[config.mk]
export PLATFORM = sky130hd
export DESIGN_NAME = indirect_reg_engine
export DESIGN_NICKNAME = d
export VERILOG_FILES = /design/src/rtl/indirect_reg_engine.sv
export SDC_FILE = /design/constraint.sdc
export NUM_CORES = 1
export LEC_CHECK = 0
export BUFFER_PORTS_ARGS = -buffer_cell sky130_fd_sc_hd__buf_2
export CORE_MARGIN = 2
export CORE_UTILIZATION = 45
export DETAILED_ROUTE_END_ITERATION = 8
export PLACE_DENSITY_LB_ADDON = 0.12
export SYNTH_ARGS = -nofsm -noshare
export SYNTH_HDL_FRONTEND = slang
export SYNTH_SLANG_ARGS = --single-unit
[constraint.sdc]
create_clock -name clk -period 4.9 [get_ports clk]
set_input_delay 0.49 -clock clk [delete_from_list [all_inputs] [get_ports clk]]
set_output_delay 0.49 -clock clk [all_outputs]
set_load 0.005 [all_outputs]
[src/rtl/indirect_reg_engine.sv]
module indirect_reg_engine #(
  parameter int ADDR_W = 16,
  parameter int REG_W = 16,
  parameter int DATA_W = 32,
  parameter int BUS_AW = 8,
  parameter logic [BUS_AW-1:0] OFS_CTRL = 'h00,
  parameter logic [BUS_AW-1:0] OFS_WDATA = 'h04,
  parameter logic [BUS_AW-1:0] OFS_CMD = 'h08,
  parameter logic [BUS_AW-1:0] OFS_RDATA = 'h0C,
  parameter logic [DATA_W-1:0] ADDR_TAG = 'h30000,
  parameter int POLL_MAX = 32
) (
  input  logic              clk,
  input  logic              rst_n,
  input  logic              req,
  input  logic              req_write,
  input  logic [ADDR_W-1:0] req_addr,
  input  logic [REG_W-1:0]  req_wdata,
  output logic              busy,
  output logic              done,
  output logic [REG_W-1:0]  result,
  output logic              timeout,
  output logic              error,
  output logic              bus_wr,
  output logic              bus_rd,
  output logic [BUS_AW-1:0] bus_addr,
  output logic [DATA_W-1:0] bus_wdata,
  input  logic [DATA_W-1:0] bus_rdata,
  input  logic              bus_ready
);
  localparam int CNT_W = $clog2(POLL_MAX + 1);
  localparam int RDY_BIT = 18;
  localparam int STAT_LO = 16;
  localparam logic [1:0] STAT_OK = 2'b01;
  localparam logic [DATA_W-1:0] CMD_WR = 'h1;
  localparam logic [DATA_W-1:0] CMD_RD = 'h2;

  typedef enum logic [2:0] {S_IDLE, S_CTRL, S_WDAT, S_CMD, S_POLL} state_t;

  state_t            st;
  logic              is_wr;
  logic [ADDR_W-1:0] addr_q;
  logic [REG_W-1:0]  wdata_q;
  logic [CNT_W-1:0]  poll_cnt;

  wire acc = (bus_wr | bus_rd) & bus_ready;
  wire rd_ready = bus_rdata[RDY_BIT];
  wire [1:0] rd_stat = bus_rdata[STAT_LO+1:STAT_LO];

  assign busy   = (st != S_IDLE);
  assign bus_wr = (st == S_CTRL) | (st == S_WDAT) | (st == S_CMD);
  assign bus_rd = (st == S_POLL);

  always_comb begin
    bus_addr  = OFS_RDATA;
    bus_wdata = '0;
    case (st)
      S_CTRL: begin bus_addr = OFS_CTRL;  bus_wdata = ADDR_TAG + DATA_W'(addr_q >> 1); end
      S_WDAT: begin bus_addr = OFS_WDATA; bus_wdata = DATA_W'(wdata_q); end
      S_CMD:  begin bus_addr = OFS_CMD;   bus_wdata = is_wr ? CMD_WR : CMD_RD; end
      default: ;
    endcase
  end

  always_ff @(posedge clk) begin
    if (!rst_n) begin
      st <= S_IDLE;
      is_wr <= 1'b0;
      addr_q <= '0;
      wdata_q <= '0;
      poll_cnt <= '0;
      done <= 1'b0;
      result <= '0;
      timeout <= 1'b0;
      error <= 1'b0;
    end else begin
      done <= 1'b0;
      case (st)
        S_IDLE: if (req) begin
          is_wr <= req_write;
          addr_q <= req_addr;
          wdata_q <= req_wdata;
          result <= '0;
          timeout <= 1'b0;
          error <= 1'b0;
          st <= S_CTRL;
        end
        S_CTRL: if (acc) st <= is_wr ? S_WDAT : S_CMD;
        S_WDAT: if (acc) st <= S_CMD;
        S_CMD: if (acc) begin
          if (is_wr) begin
            st <= S_IDLE;
            done <= 1'b1;
          end else begin
            st <= S_POLL;
            poll_cnt <= '0;
          end
        end
        S_POLL: if (acc) begin
          if (rd_ready) begin
            st <= S_IDLE;
            done <= 1'b1;
            if (rd_stat == STAT_OK) result <= bus_rdata[REG_W-1:0];
            else begin
              result <= '1;
              error <= 1'b1;
            end
          end else if (poll_cnt == CNT_W'(POLL_MAX - 1)) begin
            st <= S_IDLE;
            done <= 1'b1;
            result <= '1;
            timeout <= 1'b1;
          end else begin
            poll_cnt <= poll_cnt + 1'b1;
          end
        end
        default: st <= S_IDLE;
      endcase
    end
  end

  assert_accept_ctrl_R2: assert property (@(posedge clk) disable iff (!rst_n)
    (!busy && req) |=> (bus_wr && bus_addr == OFS_CTRL));
  assert_error_value_R6: assert property (@(posedge clk) disable iff (!rst_n)
    (done && error) |-> (result == '1 && !timeout));
  assert_timeout_value_R7: assert property (@(posedge clk) disable iff (!rst_n)
    (done && timeout) |-> (result == '1 && !error));
  assert_poll_bound_R7: assert property (@(posedge clk) disable iff (!rst_n)
    bus_rd |-> (poll_cnt < CNT_W'(POLL_MAX)));
  assert_wait_hold_R8: assert property (@(posedge clk) disable iff (!rst_n)
    ((bus_wr || bus_rd) && !bus_ready) |=>
      (bus_wr == $past(bus_wr) && bus_rd == $past(bus_rd) && $stable(bus_addr) && $stable(bus_wdata)));
  assert_done_pulse_R9: assert property (@(posedge clk) disable iff (!rst_n)
    done |=> !done);
  assert_result_hold_R9: assert property (@(posedge clk) disable iff (!rst_n)
    (!busy && !req) |=> ($stable(result) && $stable(timeout) && $stable(error)));
endmodule

# Word-level counts from Yosys, hierarchy flattened
# Cells that the tools add are included.
totals:
  ff_bits: 61
  out_inout_bits: 62
  input_bits: 69
op_classes:
  addsub: 2
  bitwise: 4
  n_reduce_logical: 10
  n_eq_ne: 18
  muxes: 40
op_table:
  columns: ["operator", "n"]
  rows:
  - ["$mux 16", 5]
  - ["$pmux 19 s3", 1]
  - ["$pmux 16 s2", 1]
  - ["$mux 6", 5]
  - ["$mux 3", 8]
  - ["$add 18x15->19 const A", 1]
  - ["$ne 2x2->1 const B", 8]
  - ["$pmux 3 s5", 1]
  - ["$mux 1", 13]
  - ["$pmux 4 s3", 1]
  - ["$pmux 6 s2", 1]
  - ["$reduce_and 6->1", 2]
  - ["$reduce_and 5->1", 2]
  - ["$add 6x1->6 const B", 1]
  - ["$eq 3x2->1 const B", 2]
  - ["$eq 6x5->1 const B", 1]
  - ["$ne 2x1->1 const B", 3]
  - ["$pmux 1 s2", 3]
  - ["$reduce_and 4->1", 1]
  - ["$reduce_bool 2->1", 2]
  - ["$eq 3x1->1 const B", 1]
  - ["$eq 3x3->1 const B", 1]
  - ["$logic_not 3->1", 1]
  - ["$ne 3x1->1 const B", 1]
  - ["other kinds (6)", 8]

# Longest topological paths before layout
# Gate-level depths: netlist (run 1).
logic_depth:
  depth_word: 7
  ltp_mapped: 6
  depth_no_buf: 5

# Least setup slack after synthesis (run 1)
# Ideal clock, no wire load.
synth_path:
  kind: "register -> output"
  start: "register st[0]"
  end: "output bus_wdata[11]"
  arrival_ns: 1.404
  path_stages_with_launch: 6
  setup_slack_ns: 3.006
  n_path_buf: 2
  required_time_ns: 4.410
  cell_sequence: "dfxtp_1 -> clkbuf_1 -> nor2b_1 -> buf_2 -> a22oi_1 -> nor2_1"
synth_via:
  elab_chain_len: 2
  word_cells_on_any_way: 4
  cone_classes: "3 x eq/ne; 1 x mux"
synth_lines:
  columns: ["item", "line", "text"]
  rows:
  - ["start: declaration", "40", "state_t st;"]
  - ["start signal: assignment", "88", "S_CTRL: if (acc) st <= is_wr ? S_WDAT : S_CMD;"]
  - ["$eq 3x2->1 / $eq 3x1->1 (equally long branches)", "57", "case (st)"]
  - ["$pmux 19 s3 (*)", "57", null]
  - ["end: declaration", "27", "output logic [DATA_W-1:0] bus_wdata,"]
# Every way passes the cells marked *; elsewhere a longest branch is shown, timed or not.

# Final worst setup path (run 1)
layout_path:
  start: "register st[0]"
  end: "output bus_wdata[2]"
# Same word-level chain as after synthesis.

==> flow_metrics.py, run 1 <==
metrics = {
    "run_status": {
        "status": "complete, no violations",
    },
    "power_and_ir_drop": {
        "swShare_pct": 26.7,
        "leakage_nw": 1.55,
        "p_switching_mw": 0.304,
        "pwr-share-clk_pct": 40.1,
        "pwr-share-seq_pct": 46.5,
        "power_frac_comb_pct": 13.4,
        "power_mw": 1.14,
        "worst_ir_drop_vdd_uv": 169,
        "powerDensity_nw_per_um2": 322,
        "intPower_mw": 0.834,
    },
    "setup_path": {
        "crit_chain": "nor2b_1, a22oi_1, nor2_1, buf_2",
        "worst_setup_path_end_kind": "primary output",
        "start_kind": "flip-flop",
        "crit_required_ps": 4410,
        "worstReg2RegEnd": "result[10]",
        "cpMaxStageDelayCell": "nor2b_1",
        "ff2ff_path_depth": 5,
        "r2r_setup_slack_ps": 2300,
        "cp_max_fo": 14,
        "max_stage_delay_ps": 900,
        "path_delay_family": "simple AND/OR/NAND/NOR gates",
        "critPathKind": "reg -> out",
        "worstReg2RegStart": "st[2]",
        "critPathArrivalTime_ps": 2400,
        "cp_num_buf_inv": 1,
    },
    "routing": {
        "vias": 2691,
        "route.detailed.drc": 0,
        "drt_wl_total_mm": 6.91,
        "drt_iter0_drc": 93,
        "wire_per_inst_um": 13.2,
        "vias_per_cell": 5.14,
        "ant_nets": 0,
        "drtPass1Iterations": 5,
    },
    "placed_design": {
        "port_buffers": 96,
        "dp_hpwl_mm": 4.50,
        "placed_cell_area_um2": 3330,
        "gp_congestion": 0.780,
        "dp_slack_ps": 2310,
    },
    "logic_synthesis": {
        "synth_top_family_by_area": "simple AND/OR/NAND/NOR gates",
        "synth-xor-area-share_pct": 0.300,
        "netlist_top_cells_count": "nand2_1, dfxtp_1, a21oi_1",
        "synth_cells": 358,
        "synth_fa_ha_area_share_pct": 0.428,
        "synth_area_leaders": "dfxtp_1, nand2_1, mux2i_1",
        "synth.most_common_cell": "nand2_1",
        "synth_top_cell_by_area": "dfxtp_1",
        "synth_compound_area_share_pct": 18.2,
        "synth_top_area_share_pct": 41.1,
        "synth-edff-count": 0,
        "avgSynthCellArea_um2": 8.16,
        "yosys_warnings": 0,
        "yosys.area_share.simple_pct": 22.0,
        "synth-seq-cells": 60,
        "syn_area_um2": 2920,
        "async_flop_share_pct": 0,
        "synthMuxAreaShare_pct": 7.97,
        "synth_cell_types": 42,
        "synth_flop_cell": "dfxtp_1",
        "yosysSeqAreaShare_pct": 41.1,
    },
    "grt": {
        "grt_remaining_overflow": 0,
        "grt_max_degree": 38,
        "grt_pass1_wl_mm": 11.5,
        "grt_pass1_vias": 2397,
        "antenna_found_initial": 0,
        "track_usage_pct": 19.6,
    },
    "clocking": {
        "htreeDepth": 3,
        "cts_hold_buffers": 0,
        "numCtsBuffers": 9,
        "clk_latency_ps": 330,
        "cts_setup_buffers": 0,
        "cts_tree": "built",
        "cts.clk_slew.worst_paths_ps": 70,
        "cts_resized": 0,
        "clk_path_buf_depth": 2,
        "root_buffer": "clkbuf_8",
        "cts.sinks": 60,
    },
    "final_layout": {
        "fin_util_pct": 55.9,
        "stdcell_area_um2": 3530,
        "diodes": 0,
        "area_growth_pct": 20.9,
        "final_nets": 512,
        "drive_gt1_share_pct": 27.3,
    },
    "min_path": {
        "worstHoldEndpoint": "wdata_q[15]",
        "hp-class": "in -> reg",
        "holdPathStages": 3,
        "min-delay-start": "req_wdata[15]",
    },
    "sta": {
        "finalHoldViolCount": 0,
        "period_minus_slack_ps": 2890,
        "slew_headroom_pct": 29.8,
        "finalWorstSetupSlack_ps": 2010,
        "finalSetupTns_ps": 0,
        "worst_clock_skew_ps": 7.63,
        "max_freq_mhz": 346,
        "worst_pin_slew_ps": 1050,
        "rsz0062_at_grt": "false",
        "drv_slew": 0,
        "finalSetupViolations": 0,
        "period_share_pct": 59.0,
    },
    "die": {
        "core_area_um2": 6310,
        "fp.dieH_um": 84.6,
        "die_w_um": 84.6,
        "dieArea_um2": 7150,
        "initial_utilization_pct": 46.3,
        "num_rows": 29,
        "pin_count": 131,
    },
    "run": {
        "drv_cap": 0,
    },
}
-- tightest hold or removal path, delay by kind of cell --
family,cells,cell delay (ps)
AOI/OAI and AO/OA,1,50
buffers and inverters,1,90
and+or+nand+nor,1,40
-- placed cells by master (no fill, tap or decap), drive strengths merged, types with 4 or more instances in the layout --
master	instances
a22oi	15
nor2	21
conb	20
clkbuf	12
o211ai	16
a211oi	4
a21oi	38
dfxtp	60
buf	101
nand2	88
mux2i	21
nand2b	8
-- sequential cells by signal, summed over array words and instances, names as in the netlist --
register,cells
st,3
addr_q,15
wdata_q,16
done,1
poll_cnt,6
error,1
result,16
is_wr,1
timeout,1
-- area by class of cell --
type / instances / area, µm²
Fill cell: 611 / 2780
Multi-Input combinational cell: 267 / 1500
Sequential cell: 60 / 1200
Timing Repair Buffer: 101 / 518
Clock buffer: 12 / 155
Tap cell: 77 / 96.3
Clock inverter: 4 / 47.5
Inverter: 3 / 11.3
-- kinds of logic after synthesis --
family,Yosys count
mux,23
xor+xnor,1
simple gates,140
buf+inv,50
flops,60
compound gates,82
other cells,1
fa+ha+maj,1
-- power groups by stage --
stage,Clock [mW],Combinational [mW],Sequential [mW]
after global routing,0.484,0.173,0.532
after floorplan,0,0.119,0.531
after detailed placement,0,0.154,0.540
after global placement,0,0.153,0.539
final,0.456,0.153,0.529
after CTS,0.464,0.154,0.529
-- layer usage --
metal  wire length [µm]  vias up  global-route usage, %
li1                   -     1351                      -
met2               3170       86                   29.9
met5                  0        -                      0
met4                 76        0                   6.06
met3                475        7                   6.10
met1               3190     1247                   26.7
-- how the worst max path moves through the flow --
stage,from,slack [ps],end,depth (start not counted)
2_1_floorplan,st[0],3010,bus_wdata[11],5
3_3_place_gp,st[2],2330,result[14],5
3_5_place_dp,st[2],2310,result[5],5
4_1_cts,st[0],1990,bus_wdata[2],4
5_1_grt,st[0],1820,bus_wdata[2],4
6_report,st[0],2010,bus_wdata[2],4
-- through the flow --
step           hold WS (ps)  cells
2_1_floorplan           432    377
3_3_place_gp            439    508
3_5_place_dp            448    508
4_1_cts                 374    524
5_1_grt                 378    524
6_report                385    524
Note: power is estimated with default switching activity, not from simulation.
==> inputs of run 2 (changes only) <==
- clock period: 4.9 -> 3 ns (I/O delays scaled with it)
==> run 2 against run 1 <==
- hold slack got worse by 200 ps
- critical path type unchanged
- final cell count is 0.19% higher
- sequential share of layout area decreased by 0.49 points
- register-to-register slack worse by 1400 ps
- largest power group is now the clock network
- setup slack lost 1200 ps
- largest cell class unchanged
- total power up 76%
- clock power up 95%
- highest routed layer unchanged
- count of clock-buffer cells in the layout shrank 1
- non-clock buffer count rose by 2
- first-iteration DRC count rose by 48%
- sequential power up 63%
- sequential cell count unchanged
==> flow_metrics.py, run 2 (synthesis gave the netlist of run 1 again) <==
metrics = {
    "clocking": {
        "cts_setup_buffers": 0,
        "cts.sinks": 60,
        "cts_tree": "built",
        "numCtsBuffers": 9,
        "cts.clk_slew.worst_paths_ps": 70,
        "htreeDepth": 3,
        "clk_latency_ps": 340,
        "cts_resized": 0,
        "root_buffer": "clkbuf_8",
        "cts_hold_buffers": 0,
        "clk_path_buf_depth": 2,
    },
    "sta": {
        "period_share_pct": 73.9,
        "drv_slew": 0,
        "finalSetupTns_ps": 0,
        "rsz0062_at_grt": "false",
        "slew_headroom_pct": 54.7,
        "finalWorstSetupSlack_ps": 783,
        "max_freq_mhz": 451,
        "finalHoldViolCount": 0,
        "worst_pin_slew_ps": 678,
        "worst_clock_skew_ps": 7.78,
        "finalSetupViolations": 0,
        "period_minus_slack_ps": 2220,
    },
    "setup_path": {
        "cp_max_fo": 17,
        "critPathArrivalTime_ps": 1920,
        "worst_setup_path_end_kind": "primary output",
        "crit_required_ps": 2700,
        "start_kind": "flip-flop",
        "critPathKind": "reg -> out",
    },
    "placed_design": {
        "placed_cell_area_um2": 3340,
        "dp_slack_ps": 902,
        "dp_hpwl_mm": 4.53,
        "gp_congestion": 0.769,
        "port_buffers": 96,
    },
    "grt": {
        "antenna_found_initial": 0,
        "track_usage_pct": 19.9,
        "grt_pass1_vias": 2506,
        "grt_remaining_overflow": 0,
        "grt_max_degree": 38,
        "grt_pass1_wl_mm": 11.5,
    },
    "final_layout": {
        "top_regs": "result (16), wdata_q (16), addr_q (15)",
        "diodes": 0,
        "final_nets": 514,
        "area_growth_pct": 22.7,
        "stdcell_area_um2": 3580,
        "drive_gt1_share_pct": 27.5,
        "final_common_cell": "buf_2",
        "nFillCells": 611,
        "fin_util_pct": 56.7,
        "mostFrequentLayoutCells": "buf_2, nand2_1, dfxtp_1",
    },
    "routing": {
        "route.detailed.drc": 0,
        "drt_iter0_drc": 138,
        "drt_wl_total_mm": 6.89,
        "ant_nets": 0,
        "drtPass1Iterations": 5,
        "vias_per_cell": 5.12,
        "wire_per_inst_um": 13.1,
        "vias": 2690,
    },
    "run_status": {
        "status": "complete, no violations",
    },
    "die": {
        "fp.dieH_um": 84.6,
        "core_area_um2": 6310,
        "dieArea_um2": 7150,
        "initial_utilization_pct": 46.3,
        "pin_count": 131,
        "num_rows": 29,
        "die_w_um": 84.6,
    },
    "min_path": {
        "hp-class": "in -> reg",
    },
    "power_and_ir_drop": {
        "worst_ir_drop_vdd_uv": 269,
        "powerDensity_nw_per_um2": 559,
        "leakage_nw": 1.58,
    },
    "run": {
        "drv_cap": 0,
    },
}
==> run 2: changes by cell type in the layout (fill, tap and decap cells not counted) <==
cell,delta
clkinv_2,-2
buf_4,+2
clkbuf_8,-1
bufinv_16,+2
==> run 2: final timing paths <==
kind,slack [ps],end,cells after the start,startpoint
setup reg to reg,920,result[10],5,st[1]
hold reg to reg,460,addr_q[10],2,addr_q[10]
hold / removal,190,addr_q[5],3,req_addr[5]
setup / recovery,780,bus_wdata[14],5,st[1]
==> run 2: final cells by class <==
type	instances	area (µm²)	area share (%)
clock buffers	11	141	3.95
clock inverters	4	97.6	2.72
inverters	3	11.3	0.314
multi-input cells	267	1500	41.9
flip-flops and latches	60	1200	33.5
well taps	77	96.3	2.69
repair buffers	103	533	14.9
==> run 2: layer usage <==
metal / share of wire [%] / wire (µm) / global-route usage, %
met2: 46 / 3170 / 30.6
met5: 0 / 0 / 0
met4: 2.3 / 159 / 9.81
met1: 45 / 3080 / 25.9
met3: 7.0 / 479 / 5.41
==> run 2: power breakdown <==
part	leakage (nW)	total, mW	internal (mW)	switching [mW]
clock	0.116	0.888	0.570	0.317
sequential	0.488	0.862	0.832	0.0304
combinational	0.972	0.254	0.106	0.148
total	1.58	2.00	1.51	0.495
==> run 2: per-stage QoR <==
step / cells / hold WS, ps / power (mW)
after floorplan: 377 / 432 / 1.06
after global placement: 510 / 439 / 1.13
after detailed placement: 510 / 447 / 1.14
after CTS: 525 / 173 / 2.03
after global routing: 525 / 187 / 2.10
final: 525 / 188 / 2.00
==> run 2: critical path: stages (launching register included) <==
cell and delay, ps:
dfxtp_1 740, nor2b_1 210, buf_4 240, a22oi_1 120, nor2_1 130, buf_2 130
